$ cat src/rtl/ictr_pkg.sv
package ictr_pkg;
  typedef enum logic [2:0] {
    MODE_TERM_LOW    = 3'd0,
    MODE_TRIG_PULSE  = 3'd1,
    MODE_RATE        = 3'd2,
    MODE_SQUARE      = 3'd3,
    MODE_SOFT_STROBE = 3'd4,
    MODE_TRIG_STROBE = 3'd5
  } ictr_mode_e;

  // Codes 6 and 7 fold onto the two periodic modes.
  function automatic ictr_mode_e norm_mode(input logic [2:0] code);
    case (code)
      3'd0:    norm_mode = MODE_TERM_LOW;
      3'd1:    norm_mode = MODE_TRIG_PULSE;
      3'd2:    norm_mode = MODE_RATE;
      3'd3:    norm_mode = MODE_SQUARE;
      3'd4:    norm_mode = MODE_SOFT_STROBE;
      3'd5:    norm_mode = MODE_TRIG_STROBE;
      3'd6:    norm_mode = MODE_RATE;
      default: norm_mode = MODE_SQUARE;
    endcase
  endfunction
endpackage

$ cat src/rtl/ictr_gate_edge.sv
module ictr_gate_edge (
  input  logic clk,
  input  logic rst_n,
  input  logic gate_i,
  output logic rise_o
);
  logic gate_q;

  always_ff @(posedge clk or negedge rst_n) begin
    if (!rst_n) gate_q <= 1'b0;
    else        gate_q <= gate_i;
  end

  assign rise_o = gate_i & ~gate_q;
endmodule

$ cat src/rtl/ictr_core.sv
module ictr_core
  import ictr_pkg::*;
#(
  parameter int CNT_W  = 16,
  parameter int MODE_W = 3
) (
  input  logic              clk,
  input  logic              rst_n,
  input  logic              en_i,
  input  logic              gate_i,
  input  logic              gate_rise_i,
  input  logic              load_i,
  input  logic [MODE_W-1:0] mode_i,
  input  logic [CNT_W-1:0]  val_i,
  output logic [CNT_W-1:0]  cnt_o,
  output logic              out_o
);
  localparam logic [CNT_W-1:0] ONE = CNT_W'(1);
  localparam logic [CNT_W-1:0] TWO = CNT_W'(2);

  logic [CNT_W-1:0] cnt_q, cnt_d, rel_q, rel_d;
  logic             out_q, out_d, ld_q, ld_d, restart;
  ictr_mode_e       mode_q, mode_d, mode_new;
  logic             periodic_q;

  assign periodic_q = (mode_q == MODE_RATE) || (mode_q == MODE_SQUARE);

  always_comb begin
    cnt_d    = cnt_q;
    out_d    = out_q;
    rel_d    = rel_q;
    mode_d   = mode_q;
    ld_d     = ld_q;
    restart  = 1'b0;
    mode_new = norm_mode(3'(mode_i));
    if (load_i) begin
      rel_d  = val_i;
      mode_d = mode_new;
      ld_d   = 1'b1;
      if (!(ld_q && periodic_q && (mode_new == mode_q))) begin
        restart = 1'b1;
        cnt_d   = val_i;
        out_d   = (mode_new != MODE_TERM_LOW);
      end
    end
    if (!restart && ld_q) begin
      case (mode_q)
        MODE_TERM_LOW: begin
          if (en_i) begin
            cnt_d = cnt_q - ONE;
            if (cnt_q == ONE) out_d = 1'b1;
          end
        end
        MODE_TRIG_PULSE: begin
          if (gate_rise_i) begin
            cnt_d = rel_q;
            out_d = 1'b0;
          end else if (en_i) begin
            cnt_d = cnt_q - ONE;
            if (cnt_q == ONE) out_d = 1'b1;
          end
        end
        MODE_SOFT_STROBE, MODE_TRIG_STROBE: begin
          if (mode_q == MODE_TRIG_STROBE && gate_rise_i) begin
            cnt_d = rel_q;
            out_d = 1'b1;
          end else if (en_i) begin
            cnt_d = cnt_q - ONE;
            out_d = (cnt_q != ONE);
          end
        end
        MODE_RATE: begin
          if (!gate_i) begin
            out_d = 1'b1;
          end else if (gate_rise_i) begin
            cnt_d = rel_q;
            out_d = 1'b1;
          end else if (en_i) begin
            if (cnt_q == ONE) begin
              cnt_d = rel_q;
              out_d = 1'b1;
            end else begin
              cnt_d = cnt_q - ONE;
              out_d = (cnt_q != TWO);
            end
          end
        end
        default: begin
          if (!gate_i) begin
            out_d = 1'b1;
          end else if (gate_rise_i) begin
            cnt_d = rel_q;
            out_d = 1'b1;
          end else if (en_i) begin
            if (cnt_q != '0 && cnt_q <= TWO) begin
              cnt_d = rel_q;
              out_d = ~out_q;
            end else begin
              cnt_d = cnt_q - TWO;
            end
          end
        end
      endcase
    end
  end

  always_ff @(posedge clk or negedge rst_n) begin
    if (!rst_n) begin
      cnt_q  <= '0;
      rel_q  <= '0;
      out_q  <= 1'b1;
      ld_q   <= 1'b0;
      mode_q <= MODE_TERM_LOW;
    end else begin
      cnt_q  <= cnt_d;
      rel_q  <= rel_d;
      out_q  <= out_d;
      ld_q   <= ld_d;
      mode_q <= mode_d;
    end
  end

  assign cnt_o = cnt_q;
  assign out_o = out_q;

  // enabled tick in mode 0 steps down by exactly one
  a_r3_step_one: assert property (@(posedge clk) disable iff (!rst_n)
    (ld_q && !load_i && en_i && mode_q == MODE_TERM_LOW)
      |=> cnt_q == CNT_W'($past(cnt_q) - ONE));
  // loading mode 0 drives the output low
  a_r2_load_low: assert property (@(posedge clk) disable iff (!rst_n)
    (load_i && norm_mode(3'(mode_i)) == MODE_TERM_LOW) |=> !out_q);
  // once high in mode 0 the output holds until a load
  a_r4_hold_high: assert property (@(posedge clk) disable iff (!rst_n)
    (ld_q && !load_i && mode_q == MODE_TERM_LOW && out_q) |=> out_q);
  // low gate in periodic modes freezes the count
  a_r7_gate_freeze: assert property (@(posedge clk) disable iff (!rst_n)
    (ld_q && !load_i && periodic_q && !gate_i) |=> $stable(cnt_q));
  // the rate-mode low lasts one enabled tick
  a_r5_one_tick_low: assert property (@(posedge clk) disable iff (!rst_n)
    (ld_q && !load_i && mode_q == MODE_RATE && !out_q && en_i) |=> out_q);
  // no enable, no load, no gate edge leaves the count alone
  a_r3_idle_stable: assert property (@(posedge clk) disable iff (!rst_n)
    (!load_i && !en_i && !gate_rise_i) |=> $stable(cnt_q));
endmodule

$ cat src/rtl/interval_counter_chan.sv
module interval_counter_chan #(
  parameter int CNT_W  = 16,
  parameter int MODE_W = 3
) (
  input  logic              clk,
  input  logic              rst_n,
  input  logic              tick_en,
  input  logic              gate,
  input  logic              load,
  input  logic [MODE_W-1:0] mode_sel,
  input  logic [CNT_W-1:0]  reload_val,
  output logic [CNT_W-1:0]  count,
  output logic              out
);
  logic [1:0] rst_sync_q;
  logic       rst_int_n;
  logic       gate_rise;

  always_ff @(posedge clk or negedge rst_n) begin
    if (!rst_n) rst_sync_q <= 2'b00;
    else        rst_sync_q <= {rst_sync_q[0], 1'b1};
  end
  assign rst_int_n = rst_sync_q[1];

  ictr_gate_edge u_gate (
    .clk    (clk),
    .rst_n  (rst_int_n),
    .gate_i (gate),
    .rise_o (gate_rise)
  );

  ictr_core #(.CNT_W(CNT_W), .MODE_W(MODE_W)) u_core (
    .clk         (clk),
    .rst_n       (rst_int_n),
    .en_i        (tick_en),
    .gate_i      (gate),
    .gate_rise_i (gate_rise),
    .load_i      (load),
    .mode_i      (mode_sel),
    .val_i       (reload_val),
    .cnt_o       (count),
    .out_o       (out)
  );
endmodule

$ cat config.mk
export PLATFORM = sky130hd
export DESIGN_NAME = interval_counter_chan
export DESIGN_NICKNAME = d
export VERILOG_FILES = /design/src/rtl/ictr_pkg.sv /design/src/rtl/ictr_gate_edge.sv /design/src/rtl/ictr_core.sv /design/src/rtl/interval_counter_chan.sv
export SDC_FILE = /design/constraint.sdc
export NUM_CORES = 1
export LEC_CHECK = 0
export ABC_CLOCK_PERIOD_IN_PS = 1250
export CORE_MARGIN = 5
export CORE_UTILIZATION = 40
export CTS_CLUSTER_SIZE = 25
export DETAILED_ROUTE_END_ITERATION = 12
export DONT_BUFFER_PORTS = 1
export GPL_ROUTABILITY_DRIVEN = 0
export PLACE_DENSITY_LB_ADDON = 0.08
export SLEW_MARGIN = 20
export SYNTH_ARGS = -nofsm -noshare
export SYNTH_HDL_FRONTEND = slang
export SYNTH_SLANG_ARGS = --single-unit
$ cat constraint.sdc
create_clock -name clk -period 1.25 [get_ports clk]
set_clock_uncertainty 0.15 [all_clocks]
set_input_delay 0.125 -clock clk [delete_from_list [all_inputs] [get_ports clk]]
set_output_delay 0.125 -clock clk [all_outputs]
set_load 0.005 [all_outputs]
==> results of run 1 <==
-- final cells by class --
cell class / instances / area (sq um)
Inverter: 18 / 72.6
Multi-Input combinational cell: 443 / 3470
Tap cell: 136 / 170
Timing Repair Buffer: 236 / 2010
Clock inverter: 3 / 42.5
Sequential cell: 40 / 1010
Clock buffer: 5 / 68.8
Fill cell: 853 / 3480
-- cells in the final DEF (no fill, tap or decap), drive strengths merged, types with 5 or more instances in the layout --
cell type,n
a2bb2oi,5
ha,5
nand2,72
clkbuf,5
o211ai,11
and2,7
mux2,20
inv,16
nor4,5
nor3,13
o21ai,42
a211oi,15
a221oi,9
nand3,21
dlygate4sd3,23
a21oi,36
buf,212
o22ai,7
o31ai,9
xor2,8
mux2i,12
xnor2,12
a31oi,7
dfrtp,39
nor2,42
nand4,7
-- registers in the layout, summed over array words and instances (netlist names) --
name / flops
rst_sync_q: 2
u_core.out_o: 1
u_core.mode_q: 3
u_core.rel_q: 16
u_core.cnt_o: 16
u_core.ld_q: 1
u_gate.gate_q: 1
-- path summary, 6_finish.rpt --
kind / from / cells after the start / slack, ns / endpoint
worst max-delay path: u_core.cnt_o[1] / 12 / -1.18 / u_core.cnt_o[7]
worst min-delay path: tick_en / 2 / -0.16 / u_core.cnt_o[8]
worst max register to register: u_core.cnt_o[1] / 12 / -1.18 / u_core.cnt_o[7]
worst min register to register: rst_sync_q[1] / 1 / 0.09 / u_gate.gate_q
max in group asynchronous: rst_n / 2 / 0.42 / rst_sync_q[1]
min in group asynchronous: rst_sync_q[1] / 1 / 0.09 / u_gate.gate_q
-- power breakdown --
| part | total [uW] | switching [uW] | internal (uW) |
|---|---|---|---|
| logic | 4600 | 2290 | 2310 |
| registers | 1790 | 276 | 1510 |
| clock network | 1180 | 591 | 593 |
-- critical path, stage by stage (launching register included) --
cell       delay, ns
dfrtp_1         0.44
inv_4           0.09
ha_4            0.16
nor3b_4         0.15
buf_4           0.14
a2bb2oi_4       0.22
nand2_4         0.15
buf_4           0.17
buf_6           0.11
nand4_1         0.08
o21ai_2         0.06
a221oi_2        0.21
o32a_1          0.21
-- cells by family (layout without fill, tap and decap cells) --
logic type	count (synthesis)	in the layout	share of synthesized area (%)
AOI/OAI and AO/OA	195	195	32.9
and+or+nand+nor	189	190	22.5
buffers and inverters	61	262	7.00
DFF	40	40	23.7
muxes	32	32	8.24
xor gates and xnor gates	20	20	4.13
adders and majority gates	5	5	1.48
other	1	1	0.0885
-- through the flow --
step | hold WS, ns | util (%) | setup slack [ns] | total power (uW)
global placement | -0.321 | 55.8 | -1.21 | 5390
detailed placement | -0.321 | 55.8 | -1.21 | 5440
floorplan | -0.321 | - | -1.06 | 3830
CTS | -0.207 | 62.6 | -1.10 | 7050
finish | -0.164 | 66.3 | -1.18 | 7570
global route | -0.157 | 66.3 | -1.25 | 7940
-- per-layer routing --
layer  GRT usage (%)  wire (um)  vias up
met1            42.0       8180     2661
li1                -          -     2459
met3            6.95       2140      118
met4            21.0       1450        0
met2            49.5       9380      415
met5               0          0        -
-- repair_timing --
| item | CTS | global route |
|---|---|---|
| resized for setup | 70 | 62 |
| setup buffers | 9 | 16 |
| hold endpoints to repair | 39 | 23 |
| pin swaps | 30 | 37 |
| gates cloned | 1 | 1 |
| setup endpoints to repair | 22 | 33 |
==> results.py, run 1 <==
metrics = {
    "run_status": {
        "status": "complete, but fails checks",
        "failed_checks": "negative hold slack, negative setup slack",
    },
    "die": {
        "die-area_sq_um": 12700,
        "die_w_um": 113,
        "rows": 37,
        "die_y_um": 113,
        "start_util_pct": 41.0,
        "core-area_sq_um": 10300,
        "ios": 41,
    },
    "worst_hold_path": {
        "min_path_type": "input pin to register",
    },
    "critical_path": {
        "startpoint_type": "register",
        "arrival_ns": 2.53,
        "critPathMaxFanout": 8,
        "path_class": "register to register",
        "crit_path_end_kind": "register",
        "cp.required_ns": 1.36,
    },
    "timing": {
        "final.setup.worst_slack_ns": -1.18,
        "drv_slew": 0,
        "final.min_clock_period_ns": 2.43,
        "fin_hold_ws_ns": -0.164,
        "clock.fmax_ghz": 0.412,
        "slew_headroom_pct": 56.9,
        "worstMarginPinSlew_ns": 0.644,
        "setup-tns-final_ns": -18.95,
        "setup-violations-final": 22,
        "hold_viol_final": 23,
        "rsz0062_at_grt": "yes",
        "fin_crit_sh_pct": 194,
    },
    "placed_design": {
        "dp_hpwl_mm": 14.5,
        "io_buffers": 0,
        "dp_cells": 822,
        "place_area_sq_um": 5760,
    },
    "route": {
        "drt_first_pass_iters": 6,
        "wl_mm": 21.2,
        "wire_per_inst_um": 24.0,
        "antenna_left": 0,
        "viasPerCell": 6.42,
        "drc": 0,
        "drtIter0Drc": 639,
        "vias": 5653,
    },
    "clocking": {
        "root_buffer": "clkbuf_8",
        "numCtsBuffers": 5,
        "worstSkewPairLatency_ns": 0.33,
        "cts_tree": "done",
        "cts_hold_buffers": 25,
        "clock_path_buffers": 2,
        "h-tree-depth": 2,
        "cts_sinks": 40,
        "clk_pin_slew_ns": 0.09,
    },
    "final_layout": {
        "stdcell_count": 881,
        "diodes": 0,
        "area_growth_pct": 61.6,
        "final_area_sq_um": 6850,
        "layout-drive-gt1-share_pct": 47.2,
        "fin_nets": 773,
    },
    "power_and_ir_drop": {
        "power_leakage_uw": 0.00284,
        "power_density_nw_per_um2": 1110,
        "irDropWorstVdd_mv": 0.651,
    },
    "global_route": {
        "grt_max_degree": 51,
        "grt_pass1_wl_mm": 32.3,
        "grt.overflow.total": 0,
        "grt_pass1_vias": 5610,
        "grt_antenna_before_repair": 0,
        "grt_usage_pct": 32.7,
    },
    "flow_run": {
        "maxCapViolCount": 0,
    },
    "synth": {
        "syn_inst": 543,
        "synth_area_leaders": "dfrtp_1 23%, nand2_1 6.1%, mux2_2 4.8%",
        "synth_top_area_share_pct": 23.0,
        "synth-seq-cells": 40,
        "syn-cell-area_sq_um": 4240,
        "synth_top_cell_by_area": "dfrtp_1",
        "syn_nets": 572,
        "synth.avg_cell_area_sq_um": 7.80,
        "synth_edf_count": 0,
        "yosysWarningCount": 0,
        "ys_top_cells_by_count": "69 x nand2_1, 42 x nor2_1, 39 x dfrtp_1, 35 x a21oi_1, 33 x o21ai_0",
        "synth_cell_types": 81,
        "ys_seq_area_share_pct": 23.7,
        "async_flop_share_pct": 100,
        "synth_ff_type": "dfrtp_1",
        "yosysMostFrequentCell": "nand2_1",
    },
}
(Power assumes the default switching activity.)
==> run 2, diff against run 1 <==
Settings changed: ABC_AREA set to 1, ABC_CLOCK_PERIOD_IN_PS 1250 to 2200.
Clock period 1.25 ns to 2.2 ns, I/O delays scaled along.
==> results.py, run 2 <==
metrics = {
    "run_status": {
        "status": "completed",
    },
    "synth": {
        "ys_top_cells_by_count": "382 x nand2_1, 84 x nand3_1, 80 x inv_1, 59 x o21ai_0, 56 x nor2_1",
        "synth_top_area_share_pct": 30.2,
        "yosysMostFrequentCell": "nand2_1",
        "synth_edf_count": 0,
        "async_flop_share_pct": 100,
        "synth.avg_cell_area_sq_um": 5.48,
        "synth_ff_type": "dfrtp_1",
        "synth_top_cell_by_area": "nand2_1",
        "synth_area_leaders": "nand2_1 30%, dfrtp_1 21%, nand3_1 8.8%",
        "ys_seq_area_share_pct": 21.1,
        "synth-seq-cells": 40,
        "synth_cell_types": 37,
        "syn-cell-area_sq_um": 4750,
        "yosysWarningCount": 0,
        "syn_nets": 896,
        "syn_inst": 867,
    },
    "die": {
        "die-area_sq_um": 14200,
        "core-area_sq_um": 11500,
        "start_util_pct": 41.3,
        "rows": 39,
        "die_y_um": 119,
        "die_w_um": 119,
        "ios": 41,
    },
    "critical_path": {
        "startpoint_type": "register",
        "path_depth": 15,
        "path_delay_family": "simple AND/OR/NAND/NOR gates",
        "crit_path_end_kind": "register",
        "cpPeakStageDelay_ns": 0.49,
        "path_class": "register to register",
        "critPathMaxFanout": 6,
        "r2r_cells": 15,
        "arrival_ns": 2.21,
        "cp.buffers_inverters": 1,
        "r2r-start": "u_core.cnt_o[6]",
        "rrSetupSlack_ns": 0.03,
        "critical_path.most_common_cell": "nand2_1",
        "crit_path_start": "u_core.cnt_o[6]",
        "crit_slowest_cell": "dfrtp_2",
        "cp.required_ns": 2.24,
        "path_cells": "nor2_4 > nand2_4 > nor2_4 > nand2_4 > nand2_4 > nand2_8 > nor2_4 > buf_6 > nand2_2 > nand3_2 > nand2_1 > nand2_1 > nand2_1 > nand3_1 > nand2_1",
    },
    "global_route": {
        "grt_pass1_vias": 5718,
        "grt_usage_pct": 26.6,
        "grt_pass1_wl_mm": 30.3,
        "grt_max_degree": 44,
        "grt.overflow.total": 0,
        "grt_antenna_before_repair": 1,
    },
    "placed_design": {
        "dp_cells": 1047,
        "io_buffers": 0,
        "dp_hpwl_mm": 13.5,
        "place_area_sq_um": 5370,
        "post-place-ws_ns": -0.0770,
    },
    "clocking": {
        "clk_pin_slew_ns": 0.07,
        "h-tree-depth": 2,
        "cts_sinks": 40,
        "root_buffer": "clkbuf_16",
        "numCtsBuffers": 5,
        "clock_path_buffers": 2,
        "worstSkewPairLatency_ns": 0.30,
        "cts_tree": "done",
    },
    "worst_hold_path": {
        "hold_path_startpoint": "reload_val[1]",
        "min_path_type": "input pin to register",
        "min_path_cells": 4,
    },
    "route": {
        "drtIter0Drc": 708,
        "antenna_left": 0,
        "routed.top_layer": "met5",
        "dr_wl_met2_mm": 8.52,
        "wire_per_inst_um": 17.5,
        "wl_mm": 19.1,
        "drt_first_pass_iters": 5,
        "drc": 0,
        "met1_length_mm": 8.26,
        "viasPerCell": 5.52,
        "vias": 6030,
        "wl_met3_mm": 1.79,
    },
    "timing": {
        "worstMarginPinSlew_ns": 0.510,
        "drv_slew": 0,
        "final.min_clock_period_ns": 2.17,
        "slew_headroom_pct": 66.0,
        "final.setup.worst_slack_ns": 0.0251,
        "fin_hold_ws_ns": 0.0180,
        "rsz0062_at_grt": "yes",
        "setup-violations-final": 0,
        "hold_viol_final": 0,
        "clock.fmax_ghz": 0.460,
        "fin_crit_sh_pct": 98.9,
    },
    "final_layout": {
        "final_common_cell": "nand2_1",
        "fill_cells": 1185,
        "diodes": 0,
        "fin_nets": 977,
        "layout-drive-gt1-share_pct": 20.5,
        "final_area_sq_um": 6160,
        "stdcell_count": 1092,
        "area_growth_pct": 29.7,
        "multi_input_area_sq_um": 3520,
        "seq_area_sq_um": 1010,
        "layout_common_cells": "358 x nand2_1, 77 x buf_4, 75 x inv_1, 75 x nand3_1, 55 x o21ai_0",
    },
    "power_and_ir_drop": {
        "power_density_nw_per_um2": 642,
        "power_leakage_uw": 0.00328,
        "irDropWorstVdd_mv": 0.343,
    },
    "flow_run": {
        "maxCapViolCount": 0,
    },
}
-- run 2: power by group --
part | switching, uW | total (uW) | internal (uW)
combinational | 1330 | 2170 | 842
clock | 344 | 799 | 455
sequential | 139 | 984 | 845
-- run 2: routing by layer --
| layer | vias up | track usage, % |
|---|---|---|
| met2 | 303 | 40.9 |
| met5 | - | 0 |
| met3 | 51 | 6.07 |
| li1 | 2912 | - |
| met1 | 2762 | 36.2 |
| met4 | 2 | 9.99 |
-- run 2: repair_timing --
item | CTS | global route
setup buffers | 0 | 14
gates resized for setup | 5 | 90
hold buffers | 24 | 0
setup endpoints to repair | 8 | 17
pin swaps | 0 | 43
endpoints found under the hold margin | 23 | 0
-- run 2: tightest hold or removal path, stage by stage --
cell and delay (ns):
o21ai_2 0.05, inv_1 0.06, nand2_1 0.05, nand2_1 0.05
-- run 2: cells by family (layout without fill, tap and decap cells) --
group	after synthesis	after routing	share of synthesized area, %
adder cells (fa/ha/maj)	5	5	1.32
AND/OR/NAND/NOR	562	562	50.9
XOR/XNOR	15	15	2.77
flip-flops	40	40	21.1
AO/OA/AOI/OAI	125	125	13.5
buffers and inverters	119	201	10.4
other	1	1	0.0789
-- run 2: through the flow --
step	TNS, ns	util [%]	total power (uW)
floorplan	0	-	2230
global placement	-0.0472	46.6	2860
detailed placement	-0.192	46.6	2880
CTS	0	50.1	3740
global route	-0.697	53.5	4260
finish	0	53.5	3950
-- run 2: path summary, 6_finish.rpt --
check | endpoint
setup / recovery | u_core.cnt_o[2]
hold reg to reg | u_core.cnt_o[7]
hold / removal | u_core.cnt_o[1]
min in group asynchronous | u_core.cnt_o[7]
max in group asynchronous | u_core.out_o
setup reg to reg | u_core.cnt_o[2]
-- run 2: cell type report --
type / instances / area share [%]
timing repair buffer: 112 / 16.2
multi-input combinational: 708 / 57.1
clock buffer: 8 / 2.38
sequential: 40 / 16.4
inverter: 81 / 4.98
tap: 143 / 2.90
==> run 3, diff against run 2 <==
Settings changed: CELL_PAD_IN_SITES_DETAIL_PLACEMENT set to 1, CELL_PAD_IN_SITES_GLOBAL_PLACEMENT set to 2, CORE_UTILIZATION 40 to 30.
==> results.py, run 3 (synthesized netlist as in run 2, its figures left out) <==
metrics = {
    "die": {
        "ios": 41,
        "die_w_um": 136,
        "start_util_pct": 30.2,
        "core-area_sq_um": 15700,
        "die-area_sq_um": 18500,
        "die_y_um": 136,
        "rows": 46,
    },
    "placed_design": {
        "place_area_sq_um": 5530,
        "io_buffers": 0,
        "dp_hpwl_mm": 16.6,
    },
    "power_and_ir_drop": {
        "power_density_nw_per_um2": 655,
        "p_int_uw": 2310,
        "pwr-share-clk_pct": 21.2,
        "p_total_uw": 4280,
        "pwr-share-seq_pct": 23.2,
        "irDropWorstVdd_mv": 0.302,
        "power_leakage_uw": 0.00335,
        "share_comb_of_total_power_pct": 55.7,
        "swShare_pct": 46.1,
        "power.switching_uw": 1970,
    },
    "route": {
        "wl_mm": 22.8,
        "drc": 0,
        "antenna_left": 0,
        "viasPerCell": 5.14,
        "wire_per_inst_um": 19.5,
        "drtIter0Drc": 248,
        "vias": 6014,
        "drt_first_pass_iters": 5,
    },
    "final_layout": {
        "area_growth_pct": 37.5,
        "layout-drive-gt1-share_pct": 24.3,
        "final_common_cell": "nand2_1",
        "final_area_sq_um": 6530,
        "fin_nets": 982,
        "fill_cells": 2099,
        "layout_common_cells": "341 x nand2_1, 74 x nand3_1, 70 x inv_1, 70 x buf_4, 53 x o21ai_0",
        "diodes": 0,
    },
    "critical_path": {
        "cp.buffers_inverters": 2,
        "startpoint_type": "register",
        "critPathMaxFanout": 5,
        "arrival_ns": 2.22,
        "critical_path.most_common_cell": "nand2_2",
        "cp.required_ns": 2.24,
        "crit_path_end_kind": "register",
        "path_class": "register to register",
        "path_cells": "buf_6 > nor2_8 > nand2_4 > nor2_4 > nand2_2 > nand2_4 > nand2_8 > nor2_4 > buf_12 > nand2_4 > nand3_2 > nand2_2 > nand2_2 > a21oi_2 > nand2_1 > nand2_2",
        "path_delay_family": "simple AND/OR/NAND/NOR gates",
        "cpPeakStageDelay_ns": 0.40,
        "crit_slowest_cell": "dfrtp_1",
    },
    "global_route": {
        "grt_pass1_vias": 6364,
        "grt_max_degree": 44,
        "grt_pass1_wl_mm": 34.7,
        "grt_antenna_before_repair": 0,
        "grt_usage_pct": 24.3,
        "grt.overflow.total": 0,
    },
    "run_status": {
        "status": "completed",
    },
    "timing": {
        "hold_viol_final": 0,
        "final.min_clock_period_ns": 2.18,
        "fin_crit_sh_pct": 99.0,
        "worstMarginPinSlew_ns": 0.601,
        "setup-violations-final": 0,
        "setup-tns-final_ns": 0,
        "drv_slew": 0,
        "rsz0062_at_grt": "yes",
        "clock.fmax_ghz": 0.459,
        "slew_headroom_pct": 59.9,
    },
    "clocking": {
        "worstSkewPairLatency_ns": 0.30,
        "clk_pin_slew_ns": 0.07,
        "cts_tree": "done",
        "h-tree-depth": 2,
        "clock_path_buffers": 2,
        "numCtsBuffers": 5,
        "root_buffer": "clkbuf_16",
        "cts_sinks": 40,
    },
    "flow_run": {
        "maxCapViolCount": 0,
    },
    "worst_hold_path": {
        "min_path_type": "input pin to register",
    },
}
run 3: metrics by stage:
step	hold WS (ns)	setup slack, ns	instances	utilization, %
4_1_cts	0.0396	-0.00648	1156	38.0
6_report	0.00827	0.0230	1170	41.6
5_1_grt	0.0206	-0.0820	1170	41.6
3_5_place_dp	-0.226	-0.0707	1124	35.2
3_3_place_gp	-0.226	-0.0232	1124	35.2
2_1_floorplan	-0.226	0.0656	867	-
run 3: power groups by stage:
stage	Clock [uW]	Sequential, uW	Combinational [uW]
2_1_floorplan	0	995	1240
3_3_place_gp	0	977	1950
3_5_place_dp	0	981	2000
4_1_cts	927	968	2080
5_1_grt	954	1000	2640
6_report	906	991	2380
run 3: path summary, 6_finish.rpt:
path / slack (ns) / startpoint / cells past startpoint / to
max reg2reg: 0.02 / u_core.cnt_o[2] / 16 / u_core.cnt_o[9]
max: 0.02 / u_core.cnt_o[2] / 16 / u_core.cnt_o[9]
min in group asynchronous: 0.12 / rst_sync_q[1] / 0 / u_core.cnt_o[10]
min: 0.008 / reload_val[6] / 4 / u_core.cnt_o[6]
max in group asynchronous: 1.15 / rst_sync_q[1] / 1 / u_core.out_o
min reg2reg: 0.12 / rst_sync_q[1] / 0 / u_core.cnt_o[10]
run 3: tightest hold or removal path: cells and delay by family:
| kind | cells | cell delay (ns) |
|---|---|---|
| AO/OA/AOI/OAI | 1 | 0.04 |
| AND/OR/NAND/NOR | 2 | 0.11 |
| buffers and inverters | 1 | 0.06 |
run 3: final cells by class:
class	instances	area (sq um)	area share, %
multi-input cells	709	3670	56.3
repair buffers	116	1110	17.0
well taps	216	270	4.14
clock inverters	2	35.0	0.536
inverters	81	307	4.69
flip-flops and latches	40	1010	15.4
clock buffers	6	129	1.97
run 3: per-layer routing:
metal  global-route usage [%]  routed length [um]  part of all wire (%)  vias up
met2                     42.3               11200                    49      109
met3                     3.81                 947                   4.2       32
met5                        0                   0                     0        -
met1                     31.6               10200                    45     2950
li1                         -                   -                     -     2923
met4                     5.88                 450                   2.0        0
run 3: repair_timing:
| item | CTS | global route |
|---|---|---|
| buffers inserted | 1 | 12 |
| pin swaps | 1 | 45 |
| gates resized for setup | 9 | 134 |
| hold endpoints to repair | 23 | 0 |
| setup endpoints to repair | 16 | 17 |
| hold buffers | 23 | 0 |
| cloned | 0 | 2 |
